**src/rtl/crtc_pkg.sv**
```systemverilog
package crtc_pkg;

    localparam int CFG_W   = 32;
    localparam int NREG    = 4;
    localparam int SEL_W   = $clog2(NREG);
    localparam int HCW     = 14;
    localparam int VCW     = 17;
    localparam int POL_BIT = 23;

    typedef enum logic [SEL_W-1:0] {
        SEL_H_SPAN  = 2'd0,
        SEL_H_PULSE = 2'd1,
        SEL_V_SPAN  = 2'd2,
        SEL_V_PULSE = 2'd3
    } cfg_sel_e;

    typedef enum logic [1:0] {
        PWR_ON      = 2'd0,
        PWR_STANDBY = 2'd1,
        PWR_SUSPEND = 2'd2,
        PWR_OFF     = 2'd3
    } pwr_e;

    typedef struct packed {
        logic [HCW-1:0] h_total;
        logic [HCW-1:0] h_act;
        logic [HCW-1:0] hs_start;
        logic [HCW-1:0] hs_len;
        logic           hs_low;
        logic [VCW-1:0] v_total;
        logic [VCW-1:0] v_act;
        logic [VCW-1:0] vs_start;
        logic [VCW-1:0] vs_len;
        logic           vs_low;
    } raster_t;

    function automatic logic [5:0] clamp_h_units(input logic [5:0] w);
        return (w == 6'd0) ? 6'd1 : w;
    endfunction

    function automatic logic [4:0] clamp_v_lines(input logic [4:0] w);
        return (w == 5'd0) ? 5'd1 : w;
    endfunction

    function automatic raster_t unpack_cfg(
        input logic [CFG_W-1:0] h_span,
        input logic [CFG_W-1:0] h_pulse,
        input logic [CFG_W-1:0] v_span,
        input logic [CFG_W-1:0] v_pulse
    );
        raster_t r;
        r.h_total  = HCW'({h_span[9:0], 3'b000}) + HCW'(8);
        r.h_act    = HCW'({h_span[25:16], 3'b000}) + HCW'(8);
        r.hs_start = HCW'(h_pulse[12:0]) + HCW'(8);
        r.hs_len   = HCW'({clamp_h_units(h_pulse[21:16]), 3'b000});
        r.hs_low   = h_pulse[POL_BIT];
        r.v_total  = VCW'(v_span[15:0]) + VCW'(1);
        r.v_act    = VCW'(v_span[27:16]) + VCW'(1);
        r.vs_start = VCW'(v_pulse[11:0]) + VCW'(1);
        r.vs_len   = VCW'(clamp_v_lines(v_pulse[20:16]));
        r.vs_low   = v_pulse[POL_BIT];
        return r;
    endfunction

endpackage

```
**src/rtl/crtc_cfg_bank.sv**
```systemverilog
module crtc_cfg_bank
    import crtc_pkg::*;
#(
    parameter logic [CFG_W-1:0] DEF_H_SPAN  = 32'h0001_0003,
    parameter logic [CFG_W-1:0] DEF_H_PULSE = 32'h0001_000C,
    parameter logic [CFG_W-1:0] DEF_V_SPAN  = 32'h0003_0005,
    parameter logic [CFG_W-1:0] DEF_V_PULSE = 32'h0001_0003
) (
    input  logic             clk,
    input  logic             rst,
    input  logic             wr,
    input  logic [SEL_W-1:0] sel,
    input  logic [CFG_W-1:0] wdata,
    input  logic             frame_end,
    output raster_t          act
);
    localparam logic [NREG-1:0][CFG_W-1:0] DEFS =
        {DEF_V_PULSE, DEF_V_SPAN, DEF_H_PULSE, DEF_H_SPAN};

    logic [CFG_W-1:0] shadow [NREG];
    logic [CFG_W-1:0] live   [NREG];

    for (genvar i = 0; i < NREG; i++) begin : g_word
        always_ff @(posedge clk) begin
            if (rst) begin
                shadow[i] <= DEFS[i];
                live[i]   <= DEFS[i];
            end else begin
                if (frame_end)
                    live[i] <= shadow[i];
                if (wr && sel == SEL_W'(i))
                    shadow[i] <= wdata;
            end
        end
    end

    always_comb begin
        act = unpack_cfg(live[SEL_H_SPAN], live[SEL_H_PULSE],
                         live[SEL_V_SPAN], live[SEL_V_PULSE]);
    end
endmodule

```
**src/rtl/crtc_scan.sv**
```systemverilog
module crtc_scan
    import crtc_pkg::*;
(
    input  logic           clk,
    input  logic           rst,
    input  raster_t        act,
    output logic [HCW-1:0] x,
    output logic [VCW-1:0] y,
    output logic           frame_end
);
    logic line_end;
    logic last_line;

    always_comb begin
        line_end  = (x >= act.h_total - HCW'(1));
        last_line = (y >= act.v_total - VCW'(1));
        frame_end = line_end && last_line;
    end

    always_ff @(posedge clk) begin
        if (rst) begin
            x <= '0;
            y <= '0;
        end else if (line_end) begin
            x <= '0;
            y <= last_line ? '0 : y + VCW'(1);
        end else begin
            x <= x + HCW'(1);
        end
    end
endmodule

```
**src/rtl/crtc_sync_out.sv**
```systemverilog
module crtc_sync_out
    import crtc_pkg::*;
(
    input  raster_t        act,
    input  logic [HCW-1:0] x,
    input  logic [VCW-1:0] y,
    input  logic [1:0]     pmode,
    output logic           hsync,
    output logic           vsync,
    output logic           de
);
    logic [HCW:0] hs_end;
    logic [VCW:0] vs_end;
    logic         hs_on;
    logic         vs_on;
    logic         h_cut;
    logic         v_cut;

    always_comb begin
        hs_end = {1'b0, act.hs_start} + {1'b0, act.hs_len};
        vs_end = {1'b0, act.vs_start} + {1'b0, act.vs_len};
        hs_on  = (x >= act.hs_start) && ({1'b0, x} < hs_end);
        vs_on  = (y >= act.vs_start) && ({1'b0, y} < vs_end);
        h_cut  = (pmode == PWR_STANDBY) || (pmode == PWR_OFF);
        v_cut  = (pmode == PWR_SUSPEND) || (pmode == PWR_OFF);
        hsync  = (hs_on && !h_cut) ^ act.hs_low;
        vsync  = (vs_on && !v_cut) ^ act.vs_low;
        de     = (pmode == PWR_ON) && (x < act.h_act) && (y < act.v_act);
    end
endmodule

```
**src/rtl/crtc_vs_flag.sv**
```systemverilog
module crtc_vs_flag
    import crtc_pkg::*;
(
    input  logic           clk,
    input  logic           rst,
    input  raster_t        act,
    input  logic [HCW-1:0] x,
    input  logic [VCW-1:0] y,
    input  logic           ack,
    output logic           flag
);
    logic hit;

    always_comb hit = (x == '0) && (y == act.vs_start);

    always_ff @(posedge clk) begin
        if (rst)
            flag <= 1'b0;
        else if (hit)
            flag <= 1'b1;
        else if (ack)
            flag <= 1'b0;
    end
endmodule

```
**src/rtl/crtc_timing_gen.sv**
```systemverilog
module crtc_timing_gen
    import crtc_pkg::*;
#(
    parameter logic [CFG_W-1:0] DEF_H_SPAN  = 32'h0001_0003,
    parameter logic [CFG_W-1:0] DEF_H_PULSE = 32'h0001_000C,
    parameter logic [CFG_W-1:0] DEF_V_SPAN  = 32'h0003_0005,
    parameter logic [CFG_W-1:0] DEF_V_PULSE = 32'h0001_0003
) (
    input  logic             clk,
    input  logic             rst,
    input  logic             cfg_wr,
    input  logic [SEL_W-1:0] cfg_sel,
    input  logic [CFG_W-1:0] cfg_data,
    input  logic [1:0]       power_mode,
    input  logic             irq_ack,
    output logic             hsync,
    output logic             vsync,
    output logic             de,
    output logic [HCW-1:0]   px_x,
    output logic [VCW-1:0]   px_y,
    output logic             vsync_irq
);
    raster_t act_tim;
    logic    frame_end;

    crtc_cfg_bank #(
        .DEF_H_SPAN (DEF_H_SPAN),
        .DEF_H_PULSE(DEF_H_PULSE),
        .DEF_V_SPAN (DEF_V_SPAN),
        .DEF_V_PULSE(DEF_V_PULSE)
    ) u_cfg (
        .clk      (clk),
        .rst      (rst),
        .wr       (cfg_wr),
        .sel      (cfg_sel),
        .wdata    (cfg_data),
        .frame_end(frame_end),
        .act      (act_tim)
    );

    crtc_scan u_scan (
        .clk      (clk),
        .rst      (rst),
        .act      (act_tim),
        .x        (px_x),
        .y        (px_y),
        .frame_end(frame_end)
    );

    crtc_sync_out u_sync (
        .act  (act_tim),
        .x    (px_x),
        .y    (px_y),
        .pmode(power_mode),
        .hsync(hsync),
        .vsync(vsync),
        .de   (de)
    );

    crtc_vs_flag u_flag (
        .clk (clk),
        .rst (rst),
        .act (act_tim),
        .x   (px_x),
        .y   (px_y),
        .ack (irq_ack),
        .flag(vsync_irq)
    );
endmodule

```
**config.mk**
```make
export PLATFORM = sky130hd
export DESIGN_NAME = crtc_timing_gen
export DESIGN_NICKNAME = d
export VERILOG_FILES = /design/src/rtl/crtc_pkg.sv /design/src/rtl/crtc_cfg_bank.sv /design/src/rtl/crtc_scan.sv /design/src/rtl/crtc_sync_out.sv /design/src/rtl/crtc_vs_flag.sv /design/src/rtl/crtc_timing_gen.sv
export SDC_FILE = /design/constraint.sdc
export NUM_CORES = 1
export LEC_CHECK = 0
export ABC_AREA = 1
export ABC_CLOCK_PERIOD_IN_PS = 4100
export CAP_MARGIN = 20
export CORE_MARGIN = 3
export CORE_UTILIZATION = 58
export DETAILED_ROUTE_END_ITERATION = 10
export DONT_BUFFER_PORTS = 1
export PLACE_DENSITY = 0.82
export SETUP_SLACK_MARGIN = 0.02
export SYNTH_ARGS = -nofsm -noshare
export SYNTH_HDL_FRONTEND = slang
export SYNTH_SLANG_ARGS = --single-unit
```
**constraint.sdc**
```tcl
create_clock -name clk -period 4.1 [get_ports clk]
set_input_delay 1.23 -clock clk [delete_from_list [all_inputs] [get_ports clk]]
set_output_delay 1.23 -clock clk [all_outputs]
set_load 0.01 [all_outputs]
```
==> results.py, run 1 <==
metrics = {
    "timing": {
        "timing.final.ws_setup_ns": -1.25,
        "finalSetupViolCount": 2,
        "hold_viol_final": 0,
        "report.final.slew_viol_count": 0,
        "grt_setup_unrepaired": "true",
        "fmax_mhz": 187,
        "post-route-period-util_pct": 130,
        "skew_ns": 0.00966,
        "relSlewSlack_pct": 45.8,
        "max_slew.worst_pin.slew_ns": 0.811,
        "setup_tns_ns": -2.07,
        "period_needed_ns": 5.35,
    },
    "status": {
        "outcome": "finished with violations",
        "violations": "negative setup slack",
    },
    "yosys": {
        "syn_avg_cell_area_um2": 8.87,
        "synth.net_count": 1537,
        "synth_common_cells": "inv_1 (251), nand2_1 (232), nor2_1 (209)",
        "yosysTopAreaCellShare_pct": 42.2,
        "netlist_instances": 1378,
        "yosysTopAreaCell": "edfxtp_1",
        "synth_warnings": 0,
        "async_reset_ff_share_pct": 0,
        "synth_ff_type": "edfxtp_1",
        "synthMostInstantiatedCell": "inv_1",
        "ys_types": 49,
        "ys_seq_area_share_pct": 47.5,
        "synth_edf_count": 172,
        "synth-seq-cells": 204,
        "synth.area.top_cells": "edfxtp_1 (42%), ha_1 (12%), inv_1 (7.7%)",
        "syn-cell-area_um2": 12200,
    },
    "worst_setup_path": {
        "reg2reg_slack_ns": 0.96,
        "critical_path.cell_chain": "o41ai_2, ha_2, inv_2, fa_2, o21ai_2, nand2_1, nand2_2, nand3_4, nor2_1, xor2_1, ha_1, nand2_1, nor2_1, nor2_1, nand2_1, nand2_1, nand2_1, nor2_2, nand3_2, nand2_2, nand2_2",
        "worstPathArrival_ns": 4.12,
        "cp-endpoint": "vsync",
        "worstSetupPathType": "reg2out",
        "crit_path_start": "u_cfg.live[3][20]",
        "rr_worst_depth": 15,
        "cp_common_cell": "nand2_1",
        "cp-start-kind": "flop",
        "critical_path.max_stage_delay_ns": 0.44,
        "endpoint_kind": "output pin",
        "cpMaxStageDelayCell": "edfxtp_1",
        "r2r_end": "u_flag.flag",
        "rr_startpoint": "u_cfg.live[3][0]",
        "critPathMaxFanout": 3,
        "required_ns": 2.87,
    },
    "global_route": {
        "grt_max_degree": 53,
        "antenna_found_initial": 0,
        "grtUsageTotal_pct": 26.4,
        "grt_pass1_wl_um": 47400,
        "grt_overflow": 0,
        "grt_pass1_vias": 9678,
    },
    "die": {
        "dieArea_um2": 22900,
        "start_util_pct": 59.7,
        "die_w_um": 151,
        "core_area_um2": 20500,
        "chipHeight_um": 151,
        "ioPinCount": 75,
        "core.rowCount": 52,
    },
    "detailed_routing": {
        "drt_iter0_markers": 927,
        "vias": 9696,
        "wire_per_inst_um": 18.0,
        "drc_errors": 0,
        "ant_nets": 0,
        "viasPerCell": 5.56,
        "drt_wl_total_um": 31400,
        "drt_pass1_iterations": 6,
    },
    "cts": {
        "root_buffer": "clkbuf_16",
        "hold_buffers": 0,
        "cts-buffers-inserted": 22,
        "cts_buffer_depth": 3,
        "clock_latency_ns": 0.52,
        "htreeDepth": 1,
        "cts_sinks": 204,
        "cts_tree": "done",
        "clk_pin_slew_ns": 0.06,
    },
    "power": {
        "internal_power_uw": 3730,
        "power_density_nw_per_um2": 346,
        "combPwrFrac_pct": 10.8,
        "p_sw_share_pct": 24.2,
        "p_seq_share_pct": 48.8,
        "clkPwrFrac_pct": 40.4,
        "ir_worst_vdd_mv": 0.340,
        "leakage_uw": 0.00650,
        "p_switching_uw": 1190,
        "total_power_uw": 4920,
    },
    "run": {
        "maxCapViolCount": 0,
    },
    "hold_path": {
        "hold_path_class": "reg2reg",
    },
    "finish": {
        "syn2layout_area_growth_pct": 16.2,
        "nets": 1617,
        "n_antenna_cell": 0,
        "drive_above_1_share_pct": 17.8,
    },
    "placed_design": {
        "dp_hpwl_um": 21000,
        "numPortBuffers": 0,
        "gp_congestion": 0.892,
    },
}
worst max-delay path, delay by kind of cell (launching register included):
kind	cells	cell delay, ns
AND/OR/NAND/NOR	14	1.51
XOR/XNOR	1	0.17
buffers and inverters	1	0.05
adder cells (fa/ha/maj)	3	0.85
AO/OA/AOI/OAI	2	0.61
flip-flops	1	0.44
flip-flops by register name (all words and copies together) (netlist names):
signal / count
u_cfg.live: 86
u_cfg.shadow: 86
u_flag.flag: 1
u_scan.x: 14
u_scan.y: 17
logic make-up (layout without fill, tap and decap cells):
logic type	after synthesis	in the layout	synth area share [%]
simple gates	639	639	23.4
buf+inv	282	378	9.42
flops	204	204	47.5
fa+ha+maj	119	119	12.3
compound gates	86	86	3.97
xor+xnor	47	47	3.43
other cells	1	1	0.0307
through the flow:
stage               setup WS, ns  cell area [um^2]  cells  util [%]  hold slack [ns]
floorplan                 -0.210             12300   1378         -            0.476
global placement          -0.387             12900   1678      63.0            0.481
detailed placement        -0.480             12900   1678      63.0            0.491
CTS                       -0.906             14000   1734      68.1            0.508
global route               -1.44             14200   1744      69.4            0.525
finish                     -1.25             14200   1744      69.4            0.505
power by group through the flow:
stage / Clock, uW / Combinational, uW / Sequential (uW)
2_1_floorplan: 0 / 290 / 2430
3_3_place_gp: 0 / 413 / 2440
3_5_place_dp: 0 / 434 / 2440
4_1_cts: 2000 / 481 / 2400
5_1_grt: 2080 / 581 / 2410
6_report: 1990 / 532 / 2400
worst min path at each step:
stage,from,endpoint,slack (ns),cells past startpoint
3_3_place_gp,u_cfg.shadow[3][16],u_cfg.live[3][16],0.48,1
2_1_floorplan,u_cfg.shadow[0][0],u_cfg.live[0][0],0.48,1
5_1_grt,u_cfg.shadow[1][2],u_cfg.live[1][2],0.53,1
4_1_cts,u_cfg.shadow[1][2],u_cfg.live[1][2],0.51,1
6_report,u_cfg.shadow[1][2],u_cfg.live[1][2],0.51,1
3_5_place_dp,u_cfg.shadow[3][1],u_cfg.live[3][1],0.49,1
cells in the final DEF, fill, tap and decap left out, drive strengths merged:
| cell type | n |
|---|---|
| nor2 | 255 |
| inv | 252 |
| nand2 | 236 |
| edfxtp | 172 |
| ha | 117 |
| buf | 83 |
| nand3 | 60 |
| a21oi | 52 |
| xor2 | 33 |
| nand4 | 32 |
| dfxtp | 32 |
| clkbuf | 26 |
| nor3 | 19 |
| or2 | 17 |
| o21ai | 16 |
| xnor2 | 14 |
| clkinv | 12 |
| nor3b | 8 |
| a21o | 6 |
| nor4 | 6 |
| nand3b | 3 |
| bufinv | 3 |
| o21bai | 2 |
| o211ai | 2 |
| o21a | 2 |
| fa | 2 |
| clkinvlp | 2 |
| o41ai | 1 |
| o31ai | 1 |
| or4 | 1 |
| a31oi | 1 |
| or3b | 1 |
| and3 | 1 |
| a211oi | 1 |
| o2111ai | 1 |
| a31o | 1 |
| conb | 1 |
layer usage:
metal  vias up  GRT usage [%]  share of wire (%)  routed length (um)
met2       422           45.3                 49               15400
met5         -              0                  0                   0
met1      4531           32.5                 39               12200
li1       4613              -                  -                   -
met4         0           11.4                4.6                1440
met3       130           5.06                7.9                2490
layout make-up:
class,instances,area [um^2]
Timing Repair Buffer,83,659
Inverter,255,957
Multi-Input combinational cell,892,5740
Clock inverter,14,153
Tap cell,270,338
Sequential cell,204,5810
Fill cell,1410,6280
Clock buffer,26,566
what timing repair did:
action | CTS | global route
setup endpoints to repair | 3 | 3
setup buffers | 16 | 9
endpoints found under the hold margin | 0 | 0
pin swaps | 48 | 44
resized for setup | 49 | 41
(Power assumes the default switching activity.)
==> run 2: changes to the inputs <==
- ABC_AREA: 1 -> default
- REMOVE_ABC_BUFFERS: default -> 1
==> run 2 against run 1 <==
The flow still finishes with violations (negative setup slack); largest cell class unchanged; setup slack worse by 0.0094 ns; maximum frequency down 0.18%; area after synthesis down 4.3%; synthesized cell count down 24%; clock power about the same; via count down 14%; sequential share of layout area up 1.9 points; first-iteration DRC count down 19%; wire length down 12%; sequential power about the same; utilization down 0.19 points.
==> results.py, run 2 <==
metrics = {
    "status": {
        "outcome": "finished with violations",
        "violations": "negative setup slack",
    },
    "worst_setup_path": {
        "worstSetupPathType": "reg2out",
        "worstPathArrival_ns": 4.13,
        "critPathMaxFanout": 2,
        "reg2reg_slack_ns": 0.75,
        "required_ns": 2.87,
        "endpoint_kind": "output pin",
        "cp-start-kind": "flop",
    },
    "finish": {
        "drive_above_1_share_pct": 16.5,
        "fin_area_um2": 13600,
        "layout_common_cells": "edfxtp_1 (172), and2_1 (146), ha_1 (112)",
        "fin_util_pct": 69.2,
        "stdcell_count": 1426,
        "seq_area_um2": 5810,
        "nets": 1306,
        "syn2layout_area_growth_pct": 16.2,
        "multi_input_area_um2": 5640,
        "nFillCells": 1372,
        "reg_top3": "u_cfg.live x86, u_cfg.shadow x86, u_scan.y x17",
        "final_common_cell": "edfxtp_1",
        "n_antenna_cell": 0,
    },
    "cts": {
        "root_buffer": "clkbuf_16",
        "clock_latency_ns": 0.50,
        "clk_pin_slew_ns": 0.06,
        "cts_buffer_depth": 3,
        "cts-buffers-inserted": 22,
        "cts_tree": "done",
        "cts_sinks": 204,
        "htreeDepth": 1,
    },
    "yosys": {
        "syn-cell-area_um2": 11700,
        "yosysTopAreaCellShare_pct": 44.2,
        "synth_common_cells": "edfxtp_1 (172), and2_1 (147), ha_1 (117)",
        "synthMostInstantiatedCell": "edfxtp_1",
        "ys_seq_area_share_pct": 49.6,
        "synth.area.top_cells": "edfxtp_1 (44%), ha_1 (13%), and2_1 (7.9%)",
        "yosysTopAreaCell": "edfxtp_1",
        "syn_avg_cell_area_um2": 11.1,
        "synth_warnings": 0,
        "synth-seq-cells": 204,
        "netlist_instances": 1053,
        "ys_types": 64,
        "async_reset_ff_share_pct": 0,
        "synth_ff_type": "edfxtp_1",
        "synth_edf_count": 172,
    },
    "global_route": {
        "grt_pass1_wl_um": 43400,
        "antenna_found_initial": 1,
        "grtUsageTotal_pct": 25.0,
        "grt_overflow": 0,
        "grt_max_degree": 87,
        "grt_pass1_vias": 8286,
    },
    "die": {
        "core_area_um2": 19700,
        "start_util_pct": 59.5,
        "die_w_um": 148,
        "core.rowCount": 51,
        "ioPinCount": 75,
        "dieArea_um2": 21900,
        "chipHeight_um": 148,
    },
    "power": {
        "ir_worst_vdd_mv": 0.281,
        "leakage_uw": 0.00553,
        "power_density_nw_per_um2": 349,
    },
    "detailed_routing": {
        "drt_pass1_iterations": 5,
        "drt_iter0_markers": 748,
        "viasPerCell": 5.88,
        "drt_wl_total_um": 27800,
        "wire_per_inst_um": 19.5,
        "vias": 8378,
        "drc_errors": 0,
        "ant_nets": 0,
    },
    "placed_design": {
        "placed_cell_area_um2": 12600,
        "dp_hpwl_um": 19400,
        "numPortBuffers": 0,
        "gp_congestion": 0.923,
        "dp_cells": 1376,
    },
    "run": {
        "maxCapViolCount": 0,
    },
    "timing": {
        "skew_ns": 0.0120,
        "setup_tns_ns": -2.51,
        "post-route-period-util_pct": 131,
        "hold_viol_final": 0,
        "finalSetupViolCount": 2,
        "relSlewSlack_pct": 29.8,
        "fmax_mhz": 187,
        "max_slew.worst_pin.slew_ns": 1.05,
        "report.final.slew_viol_count": 0,
        "grt_setup_unrepaired": "true",
        "timing.final.ws_setup_ns": -1.26,
        "period_needed_ns": 5.36,
    },
    "hold_path": {
        "hold_path_class": "reg2reg",
    },
}
==> run 2: cell families after synthesis <==
group           synth area share, %
simple gates                   20.0
flops                          49.6
compound gates                 8.83
fa+ha+maj                      12.9
buf+inv                        3.73
xor+xnor                       4.94
other cells                  0.0321
==> run 2: where the power goes <==
| group | switching (uW) | internal, uW | leakage (uW) |
|---|---|---|---|
| sequential | 47.6 | 2340 | 0.00195 |
| combinational | 203 | 161 | 0.00323 |
| clock | 784 | 1210 | 0.000353 |
| total | 1030 | 3710 | 0.00553 |
==> run 2: area by class of cell <==
cell class | instances | share of cell area (%)
Tap cell | 265 | 2.44
Multi-Input combinational cell | 743 | 41.5
Timing Repair Buffer | 107 | 6.12
Clock buffer | 32 | 4.71
Inverter | 69 | 1.91
Sequential cell | 204 | 42.7
Clock inverter | 6 | 0.626
==> run 2: per-stage QoR <==
step	power [uW]	hold WS [ns]	setup WS, ns
final	4740	0.500	-1.26
after global routing	4900	0.514	-1.49
after CTS	4760	0.503	-1.29
after detailed placement	2780	0.487	-0.936
after global placement	2760	0.483	-0.821
after floorplan	2630	0.477	-0.578
==> run 2: metal layers <==
metal  up-vias  GRT usage, %  routed length (um)
met5         -             0                  13
met1      4016          32.8               11300
li1       3991             -                   -
met2       303          41.4               13400
met3        66          5.70                2180
met4         2          8.27                 845
==> run 2: path summary, 6_finish.rpt <==
kind / to / from / cells after the start
worst max-delay path: hsync / u_cfg.live[1][17] / 16
worst min-delay path: u_cfg.live[2][16] / u_cfg.shadow[2][16] / 1
worst max register to register: u_cfg.live[0][20] / u_scan.y[10] / 9
worst min register to register: u_cfg.live[2][16] / u_cfg.shadow[2][16] / 1
==> run 2: worst max-delay path: stages, from the launching register on <==
cell       delay [ns]
edfxtp_1         0.37
or4_1            0.52
o21bai_1         0.18
ha_2             0.23
fa_1             0.19
a21o_1           0.12
a21oi_1          0.08
o21bai_1         0.13
a21oi_1          0.10
or3_1            0.36
o31a_1           0.30
ha_1             0.28
and3_1           0.20
o2111ai_1        0.12
o2111ai_2        0.13
xnor2_1          0.17
buf_4            0.14
==> run 2: what timing repair did <==
| item | CTS | global route |
|---|---|---|
| setup buffers | 3 | 8 |
| gates resized for setup | 16 | 17 |
| cloned | 0 | 0 |
| endpoints found under the setup margin | 3 | 3 |
| pin swaps | 9 | 9 |
| hold buffers | 0 | 0 |
| hold endpoints to repair | 0 | 0 |
